$ cat config.mk
export PLATFORM = sky130hd
export DESIGN_NAME = ant_mult_top
export DESIGN_NICKNAME = d
export VERILOG_FILES = /design/src/rtl/ant_mult_pkg.sv /design/src/rtl/ant_main_mult.sv /design/src/rtl/ant_replica_mult.sv /design/src/rtl/ant_err_select.sv /design/src/rtl/ant_mult_top.sv
export SDC_FILE = /design/constraint.sdc
export NUM_CORES = 1
export LEC_CHECK = 0
export BUFFER_PORTS_ARGS = -buffer_cell sky130_fd_sc_hd__buf_4
export CORE_AREA = 2 2 176 178
export DETAILED_ROUTE_END_ITERATION = 10
export DIE_AREA = 0 0 178 180
export GPL_ROUTABILITY_DRIVEN = 1
export PLACE_DENSITY = 0.48
export SYNTH_ARGS = -nofsm -noshare
export SYNTH_HDL_FRONTEND = slang
export SYNTH_SLANG_ARGS = --single-unit
$ cat constraint.sdc
create_clock -name clk -period 2.1 [get_ports clk]
set_input_delay 0.315 -clock clk [delete_from_list [all_inputs] [get_ports clk]]
set_output_delay 0.315 -clock clk [all_outputs]
set_load 0.005 [all_outputs]
$ cat src/rtl/ant_mult_pkg.sv
package ant_mult_pkg;

  // Which source drives the selected product.
  typedef enum logic {
    SRC_MAIN    = 1'b0,
    SRC_REPLICA = 1'b1
  } ant_src_e;

  // Lowest kept column of the fixed-width estimate for an operand width w.
  function automatic int keep_col(input int w);
    return 3 * (w / 2);
  endfunction

endpackage

$ cat src/rtl/ant_main_mult.sv
module ant_main_mult #(
  parameter int W = 12
) (
  input  logic [W-1:0]   op_a,
  input  logic [W-1:0]   op_b,
  output logic [2*W-1:0] prod
);
  localparam int PW = 2 * W;

  logic [PW-1:0] rows [W];

  // One shifted partial-product row per multiplier bit.
  for (genvar j = 0; j < W; j++) begin : g_row
    assign rows[j] = op_b[j] ? ({{W{1'b0}}, op_a} << j) : '0;
  end

  always_comb begin
    prod = '0;
    for (int j = 0; j < W; j++) begin
      prod = prod + rows[j];
    end
  end
endmodule

$ cat src/rtl/ant_replica_mult.sv
module ant_replica_mult #(
  parameter int W = 12
) (
  input  logic [W-1:0]   op_a,
  input  logic [W-1:0]   op_b,
  output logic [W/2-1:0] est,
  output logic           est_ovf
);
  import ant_mult_pkg::*;

  localparam int H    = W / 2;
  localparam int KEEP = keep_col(W);

  logic [H:0] msp_sum;
  logic [H:0] beta;
  logic       minor_any;
  logic       boost;
  logic [H:0] total;

  // Kept columns, main correction count and minor correction flag.
  always_comb begin
    msp_sum   = '0;
    beta      = '0;
    minor_any = 1'b0;
    for (int i = H; i < W; i++) begin
      for (int j = H; j < W; j++) begin
        if (i + j >= KEEP) begin
          msp_sum = msp_sum + ((H+1)'(op_a[i] & op_b[j]) << (i + j - KEEP));
        end else if (i + j == KEEP - 1) begin
          beta = beta + (H+1)'(op_a[i] & op_b[j]);
        end else if (i + j == KEEP - 2) begin
          minor_any = minor_any | (op_a[i] & op_b[j]);
        end
      end
    end
  end

  assign boost   = (beta == '0) && minor_any;
  assign total   = msp_sum + beta + (H+1)'(boost);
  assign est     = total[H-1:0];
  assign est_ovf = total[H];
endmodule

$ cat src/rtl/ant_err_select.sv
module ant_err_select #(
  parameter int W = 12
) (
  input  logic [2*W-1:0] main_val,
  input  logic [2*W-1:0] ref_val,
  input  logic [2*W-1:0] limit,
  output logic [2*W-1:0] chosen,
  output logic           flagged
);
  import ant_mult_pkg::*;

  localparam int PW = 2 * W;

  logic [PW:0] delta;
  logic [PW:0] mag;
  ant_src_e    src;

  // One extra bit keeps the signed distance from wrapping.
  assign delta = {1'b0, main_val} - {1'b0, ref_val};
  assign mag   = delta[PW] ? (~delta + 1'b1) : delta;
  assign src   = (mag > {1'b0, limit}) ? SRC_REPLICA : SRC_MAIN;

  assign chosen  = (src == SRC_REPLICA) ? ref_val : main_val;
  assign flagged = (src == SRC_REPLICA);
endmodule

$ cat src/rtl/ant_mult_top.sv
module ant_mult_top #(
  parameter int W = 12
) (
  input  logic             clk,
  input  logic             rst_n,
  input  logic             in_valid,
  output logic             in_ready,
  input  logic [W-1:0]     in_a,
  input  logic [W-1:0]     in_b,
  input  logic [2*W-1:0]   in_thresh,
  input  logic [2*W-1:0]   in_fault,
  output logic             out_valid,
  input  logic             out_ready,
  output logic [2*W-1:0]   out_product,
  output logic             out_err,
  output logic [2*W-1:0]   out_main,
  output logic [W/2-1:0]   out_replica
);
  import ant_mult_pkg::*;

  localparam int H    = W / 2;
  localparam int PW   = 2 * W;
  localparam int KEEP = keep_col(W);

  logic [PW-1:0] main_prod;
  logic [PW-1:0] main_faulty;
  logic [H-1:0]  rep_est;
  logic          rep_ovf;
  logic [PW-1:0] rep_full;
  logic [PW-1:0] sel_val;
  logic          sel_err;
  logic          take;

  ant_main_mult #(.W(W)) u_main (
    .op_a (in_a),
    .op_b (in_b),
    .prod (main_prod)
  );

  ant_replica_mult #(.W(W)) u_rep (
    .op_a    (in_a),
    .op_b    (in_b),
    .est     (rep_est),
    .est_ovf (rep_ovf)
  );

  assign main_faulty = main_prod ^ in_fault;
  assign rep_full    = {rep_est, {KEEP{1'b0}}};

  ant_err_select #(.W(W)) u_sel (
    .main_val (main_faulty),
    .ref_val  (rep_full),
    .limit    (in_thresh),
    .chosen   (sel_val),
    .flagged  (sel_err)
  );

  assign in_ready = !out_valid || out_ready;
  assign take     = in_valid && in_ready;

  always_ff @(posedge clk or negedge rst_n) begin
    if (!rst_n) begin
      out_valid   <= 1'b0;
      out_product <= '0;
      out_err     <= 1'b0;
      out_main    <= '0;
      out_replica <= '0;
    end else if (in_ready) begin
      out_valid <= in_valid;
      if (take) begin
        out_product <= sel_val;
        out_err     <= sel_err;
        out_main    <= main_faulty;
        out_replica <= rep_est;
      end
    end
  end
endmodule

---- Word level (Yosys, flattened, before mapping) ----
Index checks and enable logic that the tools add are counted.
storage, ports and cells
  register bits ........................... 56
  latch bits .............................. 0
  memory bits (writable) .................. 0
  bits in read-only memories .............. 0
  input bits .............................. 76
  output and inout bits ................... 57
  word-level logic and storage cells ...... 93
  memories kept ........................... 0
operators by class
  $add $sub $neg .......................... 34
  $mul .................................... 0
  divide/modulo/power cells ............... 0
  magnitude comparators ................... 1
  eq/ne operators ......................... 0
  shift-type cells ........................ 0
  mux-type cells .......................... 15
  bitwise gates (word level) .............. 32
  reduce and logical (&&, ||, !) cells .... 6
operators by type and width
  operator                                       number
  adder 24 bit                                   5
  adder 7 bit                                    4
  AND 1 bit                                      26
  adder 25 x 1 -> 25 bit, second input constant  1
  > comparator 25 x 24 -> 1 bit                  1
  2-to-1 mux 25 bit                              1
  NOT 25 bit                                     1
  subtractor 24 x 24 -> 25 bit                   1
  adder 24 x 18 -> 24 bit                        1
  adder 24 x 19 -> 24 bit                        1
  adder 24 x 20 -> 24 bit                        1
  adder 24 x 21 -> 24 bit                        1
  adder 24 x 22 -> 24 bit                        1
  adder 24 x 23 -> 24 bit                        1
  adder 6 x 1 -> 6 bit                           4
  adder 6 x 2 -> 6 bit                           4
  2-to-1 mux 24 bit                              1
  bitwise XOR 24 bit                             1
  2-to-1 mux 23 bit                              1
  2-to-1 mux 22 bit                              1
  2-to-1 mux 21 bit                              1
  2-to-1 mux 20 bit                              1
  2-to-1 mux 19 bit                              1
  adder 6 x 3 -> 6 bit                           3
  other kinds (19)                               24

---- Longest topological paths before layout ----
Gate-level depths: netlist of run 1.
  depth in word-level cells ............... 24
  depth in mapped cells ................... 41
  mapped depth without buffers ............ 38

---- Hierarchy ----
From an unflattened synthesis of run 1, not the netlist that was laid out.
second synthesis, totals
  cell total of the unflattened synthesis .. 1183
  area, all modules ....................... 11096.9 um^2
by module, submodules not included
  module            times used  cells an instance  area an instance (um^2)  sequential area each (um^2)
  ant_main_mult     1           549                4704.5                   0.0
  ant_err_select    1           416                3200.6                   0.0
  ant_mult_top      1           144                2509.9                   1401.3
  ant_replica_mult  1           74                 681.9                    0.0

---- Worst setup path after synthesis of run 1 ----
No wires, ideal clock.
  path kind ............................... input -> register
  from .................................... in in_a[3]
  to ...................................... reg out_product[20]
  setup time .............................. 79 ps
  data arrival time ....................... 8923 ps
  data required time ...................... 2021 ps
  slack ................................... -6902 ps
  stages .................................. 37
  path buffers ............................ 4
  path through ............................ clkbuf_1 nand2_1 fa_1 inv_1 fa_1 fa_1 fa_1 fa_1 ha_1 buf_2 a21o_1 o21bai_1 o211ai_1 a21o_1 nand2_1 xnor2_1 ha_1 nor2b_1 o21a_1 o21ai_0 a21boi_0 o21ai_0 nor2b_1 clkbuf_1 o21ai_0 xnor2_1 ha_1 a21o_1 a21o_1 a21oi_1 o21a_1 nor2_1 o31ai_1 nand2_1 nor2_1 buf_2 mux2i_1
between the ends
  cells in the longest elaborated chain, start to end .. 20
  elaborated cells between the ends (all ways) .. 31
  classes of those cells .................. add/sub (13); order compare (1); mux (15); bitwise (2)
RTL lines
  what                                                    line                  text
  start, declared                                         ant_mult_top.sv:8     input logic [W-1:0] in_a,
  2-to-1 mux 12 bit or 2-to-1 mux 13 bit (tied branches)  ant_main_mult.sv:14   assign rows[j] = op_b[j] ? ({{W{1'b0}}, op_a} << j) : '0;
  adder 24 bit (5 in series)                              ant_main_mult.sv:20   prod = prod + rows[j];
  adder 24 x 18 -> 24 bit                                 ant_main_mult.sv:20
  adder 24 x 19 -> 24 bit                                 ant_main_mult.sv:20
  adder 24 x 20 -> 24 bit                                 ant_main_mult.sv:20
  adder 24 x 21 -> 24 bit                                 ant_main_mult.sv:20
  adder 24 x 22 -> 24 bit                                 ant_main_mult.sv:20
  adder 24 x 23 -> 24 bit (*)                             ant_main_mult.sv:20
  bitwise XOR 24 bit (*)                                  ant_mult_top.sv:47    assign main_faulty = main_prod ^ in_fault;
  via main_faulty[19]                                     ant_mult_top.sv:26    logic [PW-1:0] main_faulty;
  subtractor 24 x 24 -> 25 bit (*)                        ant_err_select.sv:19  assign delta = {1'b0, main_val} - {1'b0, ref_val};
  NOT 25 bit                                              ant_err_select.sv:20  assign mag = delta[PW] ? (~delta + 1'b1) : delta;
  adder 25 x 1 -> 25 bit                                  ant_err_select.sv:20
  2-to-1 mux 25 bit (*)                                   ant_err_select.sv:20
  > comparator 25 x 24 -> 1 bit (*)                       ant_err_select.sv:21  assign src = (mag > {1'b0, limit}) ? SRC_REPLICA : SRC_MAIN;
  2-to-1 mux 1 bit (*)                                    ant_err_select.sv:21
  2-to-1 mux 24 bit (*)                                   ant_err_select.sv:23  assign chosen = (src == SRC_REPLICA) ? ref_val : main_val;
  end signal, assigned                                    ant_mult_top.sv:71    out_product <= sel_val;
  end, declared                                           ant_mult_top.sv:14    output logic [2*W-1:0] out_product,
Mark *: on every way through the listed nets, which the timed path passes. The rest lies on a longest branch.
A chain may end at the register's enable or synchronous reset.

---- Worst setup path in the final report of run 1 ----
  from .................................... in in_a[5]
  to ...................................... reg out_product[14]
Same word-level chain as after synthesis.

==> results of run 1 <==
routing by layer:
layer  global-route usage, %  wire length [microns]
met1                    24.3                  13000
met5                       0                      0
met2                    30.0                  13200
met3                    1.40                   1200
met4                    2.03                    274
how the worst max path moves through the flow:
stage                       start                     endpoint  depth (start not counted)
after floorplan           in_a[3]  out_product[20]$_DFFE_PN0P_                         35
after global placement    in_b[5]  out_product[16]$_DFFE_PN0P_                         38
after detailed placement  in_a[3]  out_product[21]$_DFFE_PN0P_                         37
after CTS                 in_a[5]  out_product[14]$_DFFE_PN0P_                         37
after global routing      in_a[5]  out_product[14]$_DFFE_PN0P_                         42
final                     in_a[5]  out_product[14]$_DFFE_PN0P_                         38
cells by family (layout without fill, tap and decap cells):
kind of cell	after synthesis	in the layout
AOI/OAI and AO/OA	147	147
xor gates and xnor gates	72	72
adders and majority gates	213	213
buffers and inverters	187	576
DFF	56	56
muxes	4	4
and+or+nand+nor	326	326
layout make-up:
type / count / area (sq um) / area share (%)
flip-flops and latches: 56 / 1400 / 9.91
clock inverters: 1 / 30.0 / 0.212
well taps: 396 / 495 / 3.50
repair buffers: 420 / 3600 / 25.4
clock buffers: 7 / 153 / 1.08
inverters: 148 / 556 / 3.93
multi-input cells: 762 / 7910 / 55.9
Yosys cell counts (all sizes together), types with 3 or more instances:
library cell,instances
a211oi,5
a31oi,6
or4,4
nor4,3
a21o,21
or3,4
o31ai,9
buf,5
dfrtp,56
a21boi,4
fa,114
mux2i,4
a21oi,28
nor2,24
o21ai,37
clkbuf,34
ha,99
a2111oi,3
xnor2,51
nand4,4
nand2,156
nor2b,7
xor2,21
inv,148
nand3,13
and4,3
nand2b,8
o2111ai,3
nor3,10
and2,77
a22o,11
o21a,6
and3,7
per-stage QoR:
stage	hold slack (ns)	TNS [ns]
2_1_floorplan	0.0194	-196.95
3_3_place_gp	0.426	-222.19
3_5_place_dp	0.419	-225.33
4_1_cts	0.102	-200.51
5_1_grt	0.140	-211.52
6_report	0.0722	-200.47
registers in the layout, indices dropped and copies added, names as in the netlist:
| signal | flops |
|---|---|
| out_err | 1 |
| out_main | 24 |
| out_product | 24 |
| out_replica | 6 |
| out_valid | 1 |
what timing repair did:
item                                    in CTS  in global routing
gates resized for setup                    174                 70
pin swaps                                   68                 39
setup buffers                               54                 18
gates cloned                                 2                  1
endpoints found under the setup margin      52                 52
==> impl_metrics.json, run 1 <==
{
  "grt_overflow_total": 0,
  "non_filler_cells_final": 1790,
  "timing.critical_path.arrival_ns": 8.19,
  "cts_hold_buf": 0,
  "critPathTopFamily": "adder cells",
  "layout.cells.most_common": "buf_4",
  "worst_slew_margin_rel_pct": 52.0,
  "worst_reg2reg_startpoint": "out_valid$_DFFE_PN0N_",
  "cp-end-kind": "register",
  "chip_height_microns": 180,
  "clk_pin_slew_ns": 0.07,
  "cp.required_ns": 2.33,
  "r2r_cells": 7,
  "core_area_sq_um": 30200,
  "yosysTopAreaCell": "fa_1",
  "period_minus_slack_ns": 7.95,
  "criticalPathCategory": "input pin to register",
  "fmaxAchievable_mhz": 126,
  "floorplan.initialDensity_pct": 29.4,
  "combinational_family_with_the_most_area_after_synthesis": "adder cells",
  "tritoncts": "built",
  "ys_warn_count": 0,
  "post_synth_xor_area_fraction_pct": 7.10,
  "async_reset_ff_share_pct": 100,
  "finalHoldViolations": 0,
  "grt_pass1_vias": 8554,
  "critical_path_peak_fanout": 5,
  "routed_via_density": 4.50,
  "yosys.area_share.adder_pct": 39.6,
  "timing.critical_path.slowest_cell_delay_ns": 0.56,
  "die_area_sq_um": 32000,
  "skew_ns": 0.00541,
  "synth_area_per_cell_sq_um": 8.84,
  "unrepaired_setup_endpoints_after_global_routing": "true",
  "worst-path-buf-inv": 9,
  "detailedPlacementHpwl_mm": 23.0,
  "synth_top_area_share_pct": 25.7,
  "layout-area-overhead-vs-synth_pct": 59.2,
  "initial_antenna_violation_count": 0,
  "min_period_over_period_pct": 379,
  "grt_start_max_net_pins": 57,
  "synth_edf_count": 0,
  "final_layout_size_suffix_gt1_share_pct": 45.1,
  "drt.antenna.violating_nets": 0,
  "final_max_slew_viol_count": 0,
  "worst_slew_pin_slew_ns": 0.720,
  "timing.max_cap.violations": 0,
  "wire_per_inst_microns": 15.5,
  "dpl_cell_area_sq_um": 12400,
  "antennaDiodeCount": 0,
  "mappedNetlistArea_sq_um": 8880,
  "row_count": 64,
  "cts-buffers-inserted": 5,
  "detail_route.wirelength_mm": 27.7,
  "crit_slowest_cell": "fa_2",
  "highest_count_cells_in_the_layout_ignoring_fill_and_taps": "buf_4, nand2_1, inv_1",
  "synth-simple-area-share_pct": 17.8,
  "dr.first_iter.drc_count": 315,
  "synth.area.mux_share_pct": 0.451,
  "seq_area_frac_synth_pct": 15.8,
  "critical-path-top-cell-by-count": "inv_2",
  "commonest_register_cell_after_synthesis": "dfrtp_1",
  "failed_checks": "setup timing",
  "fp.dieW_microns": 178,
  "pre_cts_ws_ns": -6.37,
  "report.final.setup_viol": 52,
  "timing.rr.end": "out_product[18]$_DFFE_PN0P_",
  "fin_area_sq_um": 14100,
  "worstSkewPairLatency_ns": 0.29,
  "vias": 8060,
  "drc_errors": 0,
  "cts_max_level": 2,
  "gp_congestion": 0.900,
  "worst_setup_path_start_kind": "input pin",
  "fill_cells": 2980,
  "netlist_instances": 1005,
  "synth_area_leaders": "fa_1, dfrtp_1, ha_1",
  "drt_first_pass_iters": 4,
  "cts.root.buffer_cell": "clkbuf_16",
  "port-buffer-count": 132,
  "setup.reg_to_reg.worst_slack_ns": 0.48,
  "worst_hold_path_type": "input pin to async pin",
  "ctsLongestPathBuffers": 2,
  "post_synthesis_net_count": 1294,
  "number_of_ports_placed_on_the_die_boundary": 133,
  "utilization_pct": 46.8,
  "complex_gate_fraction_of_the_synthesized_area_pct": 11.3,
  "cts.sink_count": 56,
  "grt_use_total_pct": 17.4,
  "post-place-cells": 1711,
  "grt_pass1_wl_mm": 44.5,
  "post_route_setup_slack_ns": -5.85,
  "postSynthRegisterBits": 56,
  "num-nets-final": 1682,
  "netlist_cell_types": 53,
  "run_status": "finished with violations"
}
Power of run 1 is left out: the tool's default activity adds up to more than one toggle a clock period on the data nets, which glitch-free logic cannot reach.
==> run 2: changes to the inputs <==
- ABC_AREA: unset -> 1
- CORE_AREA: 2 2 176 178 -> 2 2 177 179
- DIE_AREA: 0 0 178 180 -> 0 0 179 181
==> impl_metrics.json, run 2 <==
{
  "synth-simple-area-share_pct": 21.3,
  "met3_length_microns": 702,
  "min_period_over_period_pct": 362,
  "setup.reg_to_reg.worst_slack_ns": 0.48,
  "final_layout_size_suffix_gt1_share_pct": 48.0,
  "synth_edf_count": 0,
  "criticalPathCategory": "input pin to register",
  "port-buffer-count": 132,
  "detailedPlacementHpwl_mm": 21.9,
  "grt_overflow_total": 0,
  "mappedNetlistArea_sq_um": 9070,
  "ctsLongestPathBuffers": 2,
  "yosysTopAreaCell": "fa_1",
  "initial_antenna_violation_count": 0,
  "final_max_slew_viol_count": 0,
  "highest_count_cells_in_the_layout_ignoring_fill_and_taps": "buf_4, nand2_1, inv_1",
  "grt_start_max_net_pins": 57,
  "post_synthesis_net_count": 1479,
  "cp-end-kind": "register",
  "unrepaired_setup_endpoints_after_global_routing": "true",
  "core_area_sq_um": 30300,
  "failed_checks": "setup timing",
  "cts-buffers-inserted": 5,
  "wl_met2_mm": 13.9,
  "cts_hold_buf": 0,
  "fp.dieW_microns": 179,
  "synth_top_area_share_pct": 25.2,
  "ys_warn_count": 0,
  "worst_slew_pin_slew_ns": 0.722,
  "post_route_setup_slack_ns": -5.50,
  "layout-area-overhead-vs-synth_pct": 65.1,
  "grt_use_total_pct": 17.6,
  "post-place-cells": 1886,
  "drc_errors": 0,
  "complex_gate_fraction_of_the_synthesized_area_pct": 5.27,
  "timing.max_cap.violations": 0,
  "grt_pass1_vias": 9379,
  "final.setup.tns_ns": -187.56,
  "worstSkewPairLatency_ns": 0.30,
  "vias": 8699,
  "clk_pin_slew_ns": 0.07,
  "row_count": 64,
  "run_status": "finished with violations",
  "critical_path_peak_fanout": 7,
  "synth.area.mux_share_pct": 0,
  "timing.critical_path.arrival_ns": 7.78,
  "synth_area_per_cell_sq_um": 7.62,
  "report.final.setup_viol": 52,
  "yosys.area_share.adder_pct": 38.8,
  "tritoncts": "built",
  "die_area_sq_um": 32400,
  "cts.root.buffer_cell": "clkbuf_16",
  "routed_via_density": 4.38,
  "commonest_register_cell_after_synthesis": "dfrtp_1",
  "gp_congestion": 0.842,
  "seq_area_frac_synth_pct": 15.4,
  "finalHoldViolations": 0,
  "dr.first_iter.drc_count": 322,
  "chip_height_microns": 181,
  "combinational_family_with_the_most_area_after_synthesis": "adder cells",
  "postSynthRegisterBits": 56,
  "utilization_pct": 49.4,
  "crit_path_start": "in_b[9]",
  "cts_max_level": 2,
  "crit_slowest_cell": "fa_1",
  "antennaDiodeCount": 0,
  "period_minus_slack_ns": 7.60,
  "cp.required_ns": 2.28,
  "largestRegisters": "out_main x24, out_product x24, out_replica x6",
  "detail_route.wirelength_mm": 27.6,
  "floorplan.initialDensity_pct": 29.9,
  "number_of_ports_placed_on_the_die_boundary": 133,
  "drt_first_pass_iters": 6,
  "worst_reg2reg_startpoint": "out_valid$_DFFE_PN0N_",
  "post_synth_xor_area_fraction_pct": 6.07,
  "drt.antenna.violating_nets": 0,
  "critical-path-top-cell-by-count": "buf_4",
  "netlist_cell_types": 44,
  "timing.critical_path.slowest_cell_delay_ns": 0.54,
  "worst_slew_margin_rel_pct": 51.9,
  "synth_area_leaders": "fa_1, dfrtp_1, nand2_1",
  "netlist_instances": 1190,
  "num-nets-final": 1879,
  "topRoutingLayerUsed": "met4",
  "grt_pass1_wl_mm": 45.7,
  "worst_hold_path_type": "input pin to async pin",
  "wire_per_inst_microns": 13.9,
  "worst_setup_path_start_kind": "input pin",
  "synthMostInstantiatedCell": "nand2_1",
  "skew_ns": 0.00286,
  "fmaxAchievable_mhz": 132,
  "async_reset_ff_share_pct": 100,
  "cts.sink_count": 56,
  "layout.cells.most_common": "buf_4",
  "ranking_of_synthesized_cells_by_instance_count": "nand2_1, inv_1, fa_1",
  "m1WireLength_mm": 12.7,
  "non_filler_cells_final": 1987
}
-- run 2: cell count changes in the layout (fill, tap and decap cells not counted), moves of 28 or more --
| cell | change |
|---|---|
| inv_1 | +96 |
| nand2_2 | +49 |
| nand2_1 | +118 |
| and2_1 | -57 |
| buf_6 | -30 |
| inv_2 | +28 |
| nand2_4 | +30 |
-- run 2: worst max-delay path, delay by kind of cell --
family / cells / cell delay (ns)
xor+xnor: 1 / 0.23
fa+ha+maj: 6 / 2.75
buf+inv: 32 / 3.43
simple gates: 5 / 0.44
compound gates: 4 / 0.58
-- run 2: area by class of cell --
| type | count | area, sq um |
|---|---|---|
| fillers | 2923 | 15400 |
| well taps | 396 | 495 |
| clock inverters | 2 | 35.0 |
| inverters | 276 | 1060 |
| repair buffers | 429 | 3820 |
| flip-flops and latches | 56 | 1400 |
| multi-input cells | 822 | 8040 |
| clock buffers | 6 | 129 |
-- run 2: final timing paths --
check                                              endpoint  depth (start not counted)
worst max-delay path            out_product[21]$_DFFE_PN0P_                         48
worst min register to register      out_main[5]$_DFFE_PN0P_                          2
worst max register to register   out_product[2]$_DFFE_PN0P_                          6
worst min-delay path                out_main[1]$_DFFE_PN0P_                          1
min in group clk                      out_valid$_DFFE_PN0N_                          4
max in group asynchronous       out_product[20]$_DFFE_PN0P_                          1
-- run 2: stage by stage --
step           instance area [sq um]  worst slack (ns)  hold WS (ns)
5_1_grt                        15000             -5.85         0.130
4_1_cts                        14100             -5.33         0.101
2_1_floorplan                   9920             -5.47        0.0194
6_report                       15000             -5.50        0.0709
3_3_place_gp                   12500             -5.87         0.418
3_5_place_dp                   12500             -5.95         0.413
-- run 2: per-layer routing --
layer,global-route usage (%),vias to the layer above
li1,-,4362
met1,23.5,4194
met2,31.5,121
met3,1.70,22
met4,2.31,0
met5,0,-
-- run 2: logic make-up (layout without fill, tap and decap cells) --
group           after synthesis  count (layout)
simple gates                459             459
fa+ha+maj                   213             213
buf+inv                     312             713
compound gates               88              88
flops                        56              56
xor+xnor                     62              62
-- run 2: repair_timing --
action                     in CTS  in global routing
resized for setup             224                173
setup endpoints to repair      53                 53
setup buffers                  94                 32
pin swaps                      68                103
gates cloned                    5                  1
Power of run 2 is left out for the same reason.
